### src/rtl/pkdin_pkg.sv
package pkdin_pkg;

  typedef enum logic [1:0] {
    PK_SINGLE = 2'd0,
    PK_PAIR   = 2'd1,
    PK_SPLIT  = 2'd2,
    PK_RSVD   = 2'd3
  } pack_mode_e;

  // Number of samples a write places into the addressed channel itself.
  function automatic logic [1:0] own_count(input logic [1:0] mode,
                                           input logic lo_en,
                                           input logic hi_en,
                                           input logic is_odd);
    logic [1:0] n;
    case (pack_mode_e'(mode))
      PK_PAIR:  n = lo_en ? (hi_en ? 2'd2 : 2'd1) : 2'd0;
      PK_SPLIT: n = (is_odd || !lo_en) ? 2'd0 : 2'd1;
      default:  n = lo_en ? 2'd1 : 2'd0;
    endcase
    return n;
  endfunction

  // True when the high half of a write must be forwarded to the odd neighbour.
  function automatic logic forward_hi(input logic [1:0] mode,
                                      input logic hi_en,
                                      input logic is_odd);
    return (pack_mode_e'(mode) == PK_SPLIT) && !is_odd && hi_en;
  endfunction

endpackage

### src/rtl/pkdin_wr_decode.sv
module pkdin_wr_decode
  import pkdin_pkg::*;
#(
  parameter int SW  = 16,
  parameter int NCH = 2
) (
  input  logic                    clk,
  input  logic                    rst_n,
  input  logic [1:0]              mode_even,
  input  logic [1:0]              mode_odd,
  input  logic                    wr,
  input  logic                    sel,
  input  logic [1:0]              hen,
  input  logic [2*SW-1:0]         wdata,
  output logic [NCH-1:0]          ld_req,
  output logic [NCH-1:0]          ld_two,
  output logic [NCH-1:0][SW-1:0]  ld_lo,
  output logic [NCH-1:0][SW-1:0]  ld_hi
);

  logic [SW-1:0] w_lo, w_hi;
  logic [1:0]    mode_sel;
  logic [1:0]    n_own;
  logic          fwd_ev;
  logic          prot_ev;

  assign w_lo     = wdata[SW-1:0];
  assign w_hi     = wdata[2*SW-1:SW];
  assign mode_sel = sel ? mode_odd : mode_even;
  assign n_own    = wr ? own_count(mode_sel, hen[0], hen[1], sel) : 2'd0;
  assign fwd_ev   = wr && forward_hi(mode_sel, hen[1], sel);
  assign prot_ev  = wr && (n_own == 2'd0) && !fwd_ev;

  always_comb begin
    ld_req = '0;
    ld_two = '0;
    ld_lo  = '0;
    ld_hi  = '0;
    if (!sel && n_own != 2'd0) begin
      ld_req[0] = 1'b1;
      ld_two[0] = (n_own == 2'd2);
      ld_lo[0]  = w_lo;
      ld_hi[0]  = w_hi;
    end
    if (sel && n_own != 2'd0) begin
      ld_req[1] = 1'b1;
      ld_two[1] = (n_own == 2'd2);
      ld_lo[1]  = w_lo;
      ld_hi[1]  = w_hi;
    end
    if (fwd_ev) begin
      ld_req[1] = 1'b1;
      ld_two[1] = 1'b0;
      ld_lo[1]  = w_hi;
    end
  end

  // odd channel in split mode never loads from its own write
  a_r5_odd_split_blocked: assert property (@(posedge clk) disable iff (!rst_n)
    (wr && sel && mode_odd == 2'd2) |-> (ld_req == '0));

  // split write on even channel hands the high half to the odd register
  a_r4_forward_hi: assert property (@(posedge clk) disable iff (!rst_n)
    (wr && !sel && mode_even == 2'd2 && hen[1]) |-> (ld_req[1] && ld_lo[1] == wdata[2*SW-1:SW]));

  // high-only write outside split mode loads nothing
  a_r6_hi_only_ignored: assert property (@(posedge clk) disable iff (!rst_n)
    (wr && hen == 2'b10 && mode_sel != 2'd2) |-> (ld_req == '0));

  // a fully protected write produces no load request
  a_r6_protected_quiet: assert property (@(posedge clk) disable iff (!rst_n)
    prot_ev |-> (ld_req == '0));

endmodule

### src/rtl/pkdin_chan.sv
module pkdin_chan #(
  parameter int SW = 16
) (
  input  logic          clk,
  input  logic          rst_n,
  input  logic          ld_req,
  input  logic          ld_two,
  input  logic [SW-1:0] ld_lo,
  input  logic [SW-1:0] ld_hi,
  input  logic          take,
  output logic          valid,
  output logic [SW-1:0] data,
  output logic          empty,
  output logic          ovr
);

  logic [1:0]    cnt;
  logic          ptr;
  logic [SW-1:0] lo_q, hi_q;
  logic          ovr_q;

  logic          take_fire;
  logic [1:0]    cnt_after;
  logic          room;
  logic          ld_accept;
  logic          ld_drop;

  assign take_fire = take && (cnt != 2'd0);
  assign cnt_after = cnt - {1'b0, take_fire};
  assign room      = (cnt_after == 2'd0);
  assign ld_accept = ld_req && room;
  assign ld_drop   = ld_req && !room;

  always_ff @(posedge clk) begin
    if (!rst_n) begin
      cnt   <= 2'd0;
      ptr   <= 1'b0;
      lo_q  <= '0;
      hi_q  <= '0;
      ovr_q <= 1'b0;
    end else begin
      if (ld_accept) begin
        cnt  <= ld_two ? 2'd2 : 2'd1;
        ptr  <= 1'b0;
        lo_q <= ld_lo;
        hi_q <= ld_hi;
      end else if (take_fire) begin
        cnt <= cnt_after;
        ptr <= 1'b1;
      end
      if (ld_drop) ovr_q <= 1'b1;
    end
  end

  assign valid = (cnt != 2'd0);
  assign empty = (cnt == 2'd0);
  assign data  = ptr ? hi_q : lo_q;
  assign ovr   = ovr_q;

  // at most two samples are ever pending
  a_r3_depth_bound: assert property (@(posedge clk) disable iff (!rst_n)
    cnt != 2'd3);

  // after the first of two samples is taken the stored high half follows
  a_r3_high_second: assert property (@(posedge clk) disable iff (!rst_n)
    (take_fire && cnt == 2'd2) |=> (valid && data == $past(hi_q)));

  // an accepted write clears the empty flag on the next cycle
  a_r7_empty_falls: assert property (@(posedge clk) disable iff (!rst_n)
    ld_accept |=> !empty);

  // without a take the presented sample does not move
  a_r8_hold: assert property (@(posedge clk) disable iff (!rst_n)
    (valid && !take) |=> (valid && $stable(data)));

  // a dropped write raises overrun
  a_r9_drop_flags: assert property (@(posedge clk) disable iff (!rst_n)
    ld_drop |=> ovr);

  // overrun is sticky
  a_r9_sticky: assert property (@(posedge clk) disable iff (!rst_n)
    ovr |=> ovr);

  // a take that drains the last sample makes room for a same-cycle write
  a_r10_take_first: assert property (@(posedge clk) disable iff (!rst_n)
    (take && cnt == 2'd1 && ld_req) |-> ld_accept);

endmodule

### src/rtl/pkdin_pair.sv
module pkdin_pair
  import pkdin_pkg::*;
#(
  parameter int SW = 16
) (
  input  logic            clk,
  input  logic            rst_n,
  input  logic [1:0]      cfg_mode_even,
  input  logic [1:0]      cfg_mode_odd,
  input  logic            bus_wr,
  input  logic            bus_sel,
  input  logic [1:0]      bus_hen,
  input  logic [2*SW-1:0] bus_wdata,
  input  logic [1:0]      flt_take,
  output logic [1:0]      flt_valid,
  output logic [SW-1:0]   flt_data_even,
  output logic [SW-1:0]   flt_data_odd,
  output logic [1:0]      dreq_empty,
  output logic [1:0]      ovr_flag
);

  localparam int NCH = 2;

  logic [NCH-1:0]         ld_req, ld_two;
  logic [NCH-1:0][SW-1:0] ld_lo, ld_hi;
  logic [NCH-1:0][SW-1:0] ch_data;

  pkdin_wr_decode #(.SW(SW), .NCH(NCH)) u_dec (
    .clk       (clk),
    .rst_n     (rst_n),
    .mode_even (cfg_mode_even),
    .mode_odd  (cfg_mode_odd),
    .wr        (bus_wr),
    .sel       (bus_sel),
    .hen       (bus_hen),
    .wdata     (bus_wdata),
    .ld_req    (ld_req),
    .ld_two    (ld_two),
    .ld_lo     (ld_lo),
    .ld_hi     (ld_hi)
  );

  for (genvar c = 0; c < NCH; c++) begin : g_ch
    pkdin_chan #(.SW(SW)) u_ch (
      .clk    (clk),
      .rst_n  (rst_n),
      .ld_req (ld_req[c]),
      .ld_two (ld_two[c]),
      .ld_lo  (ld_lo[c]),
      .ld_hi  (ld_hi[c]),
      .take   (flt_take[c]),
      .valid  (flt_valid[c]),
      .data   (ch_data[c]),
      .empty  (dreq_empty[c]),
      .ovr    (ovr_flag[c])
    );
  end

  assign flt_data_even = ch_data[0];
  assign flt_data_odd  = ch_data[1];

  // in the cycle after reset nothing is pending and no overrun is shown
  a_r1_reset_state: assert property (@(posedge clk)
    $past(!rst_n) |-> (dreq_empty == 2'b11 && flt_valid == 2'b00 && ovr_flag == 2'b00));

  // empty and valid are never both set on a channel
  a_r7_empty_vs_valid: assert property (@(posedge clk) disable iff (!rst_n)
    (flt_valid & dreq_empty) == 2'b00);

endmodule

### config.mk
export PLATFORM = sky130hd
export DESIGN_NAME = pkdin_pair
export DESIGN_NICKNAME = d
export VERILOG_FILES = /design/src/rtl/pkdin_pkg.sv /design/src/rtl/pkdin_wr_decode.sv /design/src/rtl/pkdin_chan.sv /design/src/rtl/pkdin_pair.sv
export SDC_FILE = /design/constraint.sdc
export NUM_CORES = 1
export LEC_CHECK = 0
export ABC_CLOCK_PERIOD_IN_PS = 3600
export BUFFER_PORTS_ARGS = -buffer_cell sky130_fd_sc_hd__clkbuf_2
export CORE_ASPECT_RATIO = 2
export CORE_MARGIN = 2
export CORE_UTILIZATION = 30
export CTS_CLUSTER_SIZE = 28
export DETAILED_ROUTE_END_ITERATION = 6
export PLACE_DENSITY = 0.46
export SYNTH_ARGS = -nofsm -noshare
export SYNTH_HDL_FRONTEND = slang
export SYNTH_SLANG_ARGS = --single-unit
### constraint.sdc
create_clock -name clk -period 3.6 [get_ports clk]
set_input_delay 0.72 -clock clk [delete_from_list [all_inputs] [get_ports clk]]
set_output_delay 0.72 -clock clk [all_outputs]
set_load 0.02 [all_outputs]
==> results.toml <==
[detailed_routing]
routed_via_density = 4.852
maxUsedRoutingLayer = "met4"
wl_um = 9745
dr.pass1.iters = 4
final_antenna_net_count = 0
wl_per_cell_um = 17.01
vias = 2780
drc_errors = 0
wl_met3_um = 380
wl_met1_um = 3533
drt-initial-drc-count = 139
wl_met2_um = 5614

[power]
power_density_mw_per_mm2 = 492.9
p_leak_nw = 2.065
power_w = 0.002071
irDropWorstVdd_v = 0.0002760

[setup_path]
arrival_ns = 2.87
rr_worst_depth = 9
timing.rr.end = "g_ch[0].u_ch.cnt[0]$_SDFFE_PN0P_"
required_ns = 3.82
r2r-start = "g_ch[0].u_ch.cnt[1]$_SDFFE_PN0P_"
crit_path_max_fanout = 28
worst_setup_path_start_kind = "input pin"
r2r_slack_ns = 1.20
worst_setup_path_end_kind = "register"
worstSetupPathType = "in2reg"

[die]
dieArea_mm2 = 0.01231
std_cell_rows = 55
die_h_um = 154.9
ios = 82
core_mm2 = 0.01122
die_x_um = 79.47
initial_utilization = 0.3046

[sta]
finClkSkew_ns = 0.005048
setup_viol = 0
hold_viol = 0
final_max_slew_viol_count = 0
setup_tns_ns = 0
max_slew_margin = 0.4429
rsz0062_at_grt = "false"
period_minus_slack_ns = 2.646
max_slew.worst_pin.slew_ns = 0.8345
fin_crit_sh = 0.7351
max_freq_mhz = 377.9
fin_ws_ns = 0.9537

[min_path]
holdPathEnd = "g_ch[0].u_ch.lo_q[7]$_SDFFE_PN0P_"
whs_path_depth = 2
hold_path.class = "reg2reg"
hold_start = "g_ch[0].u_ch.lo_q[7]$_SDFFE_PN0P_"

[clock_network]
ctsHoldBuffers = 0
htreeDepth = 3
ctsResizeCount = 0
cts_tree = "yes"
numClockSinks = 72
cts.clk_slew.worst_paths_ns = 0.06
clk_latency_ns = 0.33
cts_root_buf = "clkbuf_16"
cts_buffers = 9
post_cts_buffers = 0
cts_buffer_depth = 2

[global_route]
grt_max_degree = 40
overflow = 0
grt_usage = 0.1660
grt_pass1_vias = 2852
antenna_found_initial = 0
grt_pass1_wl_um = 15070

[run_status]
outcome = "finished, final reports clean"

[placed_design]
gp_congestion = 0.7483
port_buffers = 81
place_ws_ns = 0.6096
detailed_place_hpwl_um = 7328

[synthesis]
synth_seq_cells = 72
synth_cell_types = 36
syn_area_mm2 = 0.003417
yosysSeqAreaShare = 0.4218
synth_cells = 358
syn-mean-instance-area_um2 = 9.545
yosys_warnings = 0
synth_nets = 406

[cells_and_area]
drive_gt1_frac = 0.3271
antenna_cells = 0
nets = 474
syn_to_final_growth_pct = 22.96
postLayoutCoreUtil = 0.3746

[run]
maxCapViolCount = 0
==> worst max-delay path, stage by stage <==
cell	delay, ns
clkbuf_2	0.20
mux2i_1	0.28
inv_1	0.07
ha_1	0.31
o2111ai_1	0.21
a211oi_4	0.48
buf_4	0.36
nand2_1	0.10
o211a_1	0.13
==> cell families (layout without fill, tap and decap cells) <==
group / count (synthesis) / after routing / synth area share
DFF: 72 / 72 / 0.4218
and+or+nand+nor: 103 / 103 / 0.1249
AOI/OAI and AO/OA: 84 / 84 / 0.2131
adders and majority gates: 4 / 4 / 0.01465
muxes: 50 / 50 / 0.1582
buffers and inverters: 42 / 115 / 0.05968
xor gates and xnor gates: 3 / 3 / 0.007691
==> through the flow <==
| stage | area, µm² | hold WS (ns) | std cells |
|---|---|---|---|
| finish | 4202 | 0.4504 | 573 |
| global route | 4202 | 0.4662 | 573 |
| CTS | 4202 | 0.4533 | 573 |
| detailed placement | 3894 | 0.4456 | 557 |
| global placement | 3894 | 0.4378 | 557 |
| floorplan | 3417 | 0.4316 | 358 |
==> state kept, by name (all words and copies together) (netlist names) <==
register	count
g_ch.u_ch.hi_q	32
g_ch.u_ch.cnt	4
g_ch.u_ch.ptr	2
g_ch.u_ch.ovr	2
g_ch.u_ch.lo_q	32
==> routing by layer <==
metal / vias up / global-route usage
li1: 1379 / -
met1: 1321 / 0.1646
met2: 66 / 0.3209
met3: 14 / 0.03654
met4: 0 / 0.06568
met5: - / 0
==> worst max-delay path by stage <==
stage | startpoint | to | slack [ns] | cells after the start
floorplan | bus_sel | g_ch[1].u_ch.hi_q[10]$_SDFFE_PN0P_ | 0.86 | 10
global placement | bus_sel | g_ch[1].u_ch.lo_q[9]$_SDFFE_PN0P_ | 0.71 | 9
detailed placement | bus_sel | g_ch[1].u_ch.lo_q[0]$_SDFFE_PN0P_ | 0.61 | 9
CTS | bus_sel | g_ch[1].u_ch.lo_q[12]$_SDFFE_PN0P_ | 0.97 | 9
global route | bus_sel | g_ch[1].u_ch.lo_q[11]$_SDFFE_PN0P_ | 0.75 | 9
finish | bus_sel | g_ch[1].u_ch.lo_q[11]$_SDFFE_PN0P_ | 0.95 | 9
==> final cells by class <==
| class | count | area, µm² |
|---|---|---|
| fill | 1163 | 7015 |
| multi-input combinational | 244 | 1772 |
| sequential | 72 | 1441 |
| timing repair buffer | 89 | 465.4 |
| clock buffer | 11 | 252.7 |
| tap | 142 | 177.7 |
| clock inverter | 5 | 55.05 |
| inverter | 10 | 37.54 |
==> report_power, final <==
group | total [W] | internal, W | switching (W)
Clock | 0.000902 | 0.000571 | 0.000331
Sequential | 0.000868 | 0.000838 | 0.0000302
Combinational | 0.000301 | 0.000124 | 0.000177
Total | 0.00207 | 0.00153 | 0.000538
==> cells in the final DEF (no fill, tap or decap), types with 3 or more instances in the layout <==
master     Yosys  final
nor2_1         7      7
o31a_1         3      3
a22o_1        16     16
ha_1           4      4
mux2i_1       18     18
o21a_1         4      4
mux2_2        32     32
o211a_1       16     16
nor3_1         4      4
inv_1         10     10
a21boi_0       4      4
a21boi_1      29     29
dfxtp_1       72     72
clkbuf_16      0      9
nand2_1       84     84
buf_4          6      8
clkbuf_2       0     81
==> cells in the mapped netlist (all sizes together) <==
cell | number | area, µm²
a211oi | 1 | 20.02
o311a | 1 | 10.01
xor2 | 2 | 17.52
o21ai | 2 | 10.01
o31a | 3 | 26.28
a2111oi | 2 | 36.29
a21oi | 2 | 10.01
a22oi | 1 | 7.510
ha | 4 | 50.05
nand3 | 2 | 10.01
clkbuf | 17 | 63.81
nor2b | 1 | 6.260
or2 | 1 | 6.260
nor2 | 7 | 26.28
a22o | 16 | 140.1
o211a | 16 | 160.2
dfxtp | 72 | 1441
mux2 | 32 | 360.4
nand2b | 2 | 12.51
nand4b | 1 | 23.77
a21boi | 33 | 247.7
and3 | 1 | 6.260
buf | 15 | 102.6
a2111o | 1 | 11.26
a221o | 1 | 10.01
xnor2 | 1 | 8.760
o2111ai | 1 | 8.760
mux2i | 18 | 180.2
nand2 | 84 | 315.3
inv | 10 | 37.54
o21a | 4 | 30.03
nor3 | 4 | 20.02
(Power assumes the default switching activity.)
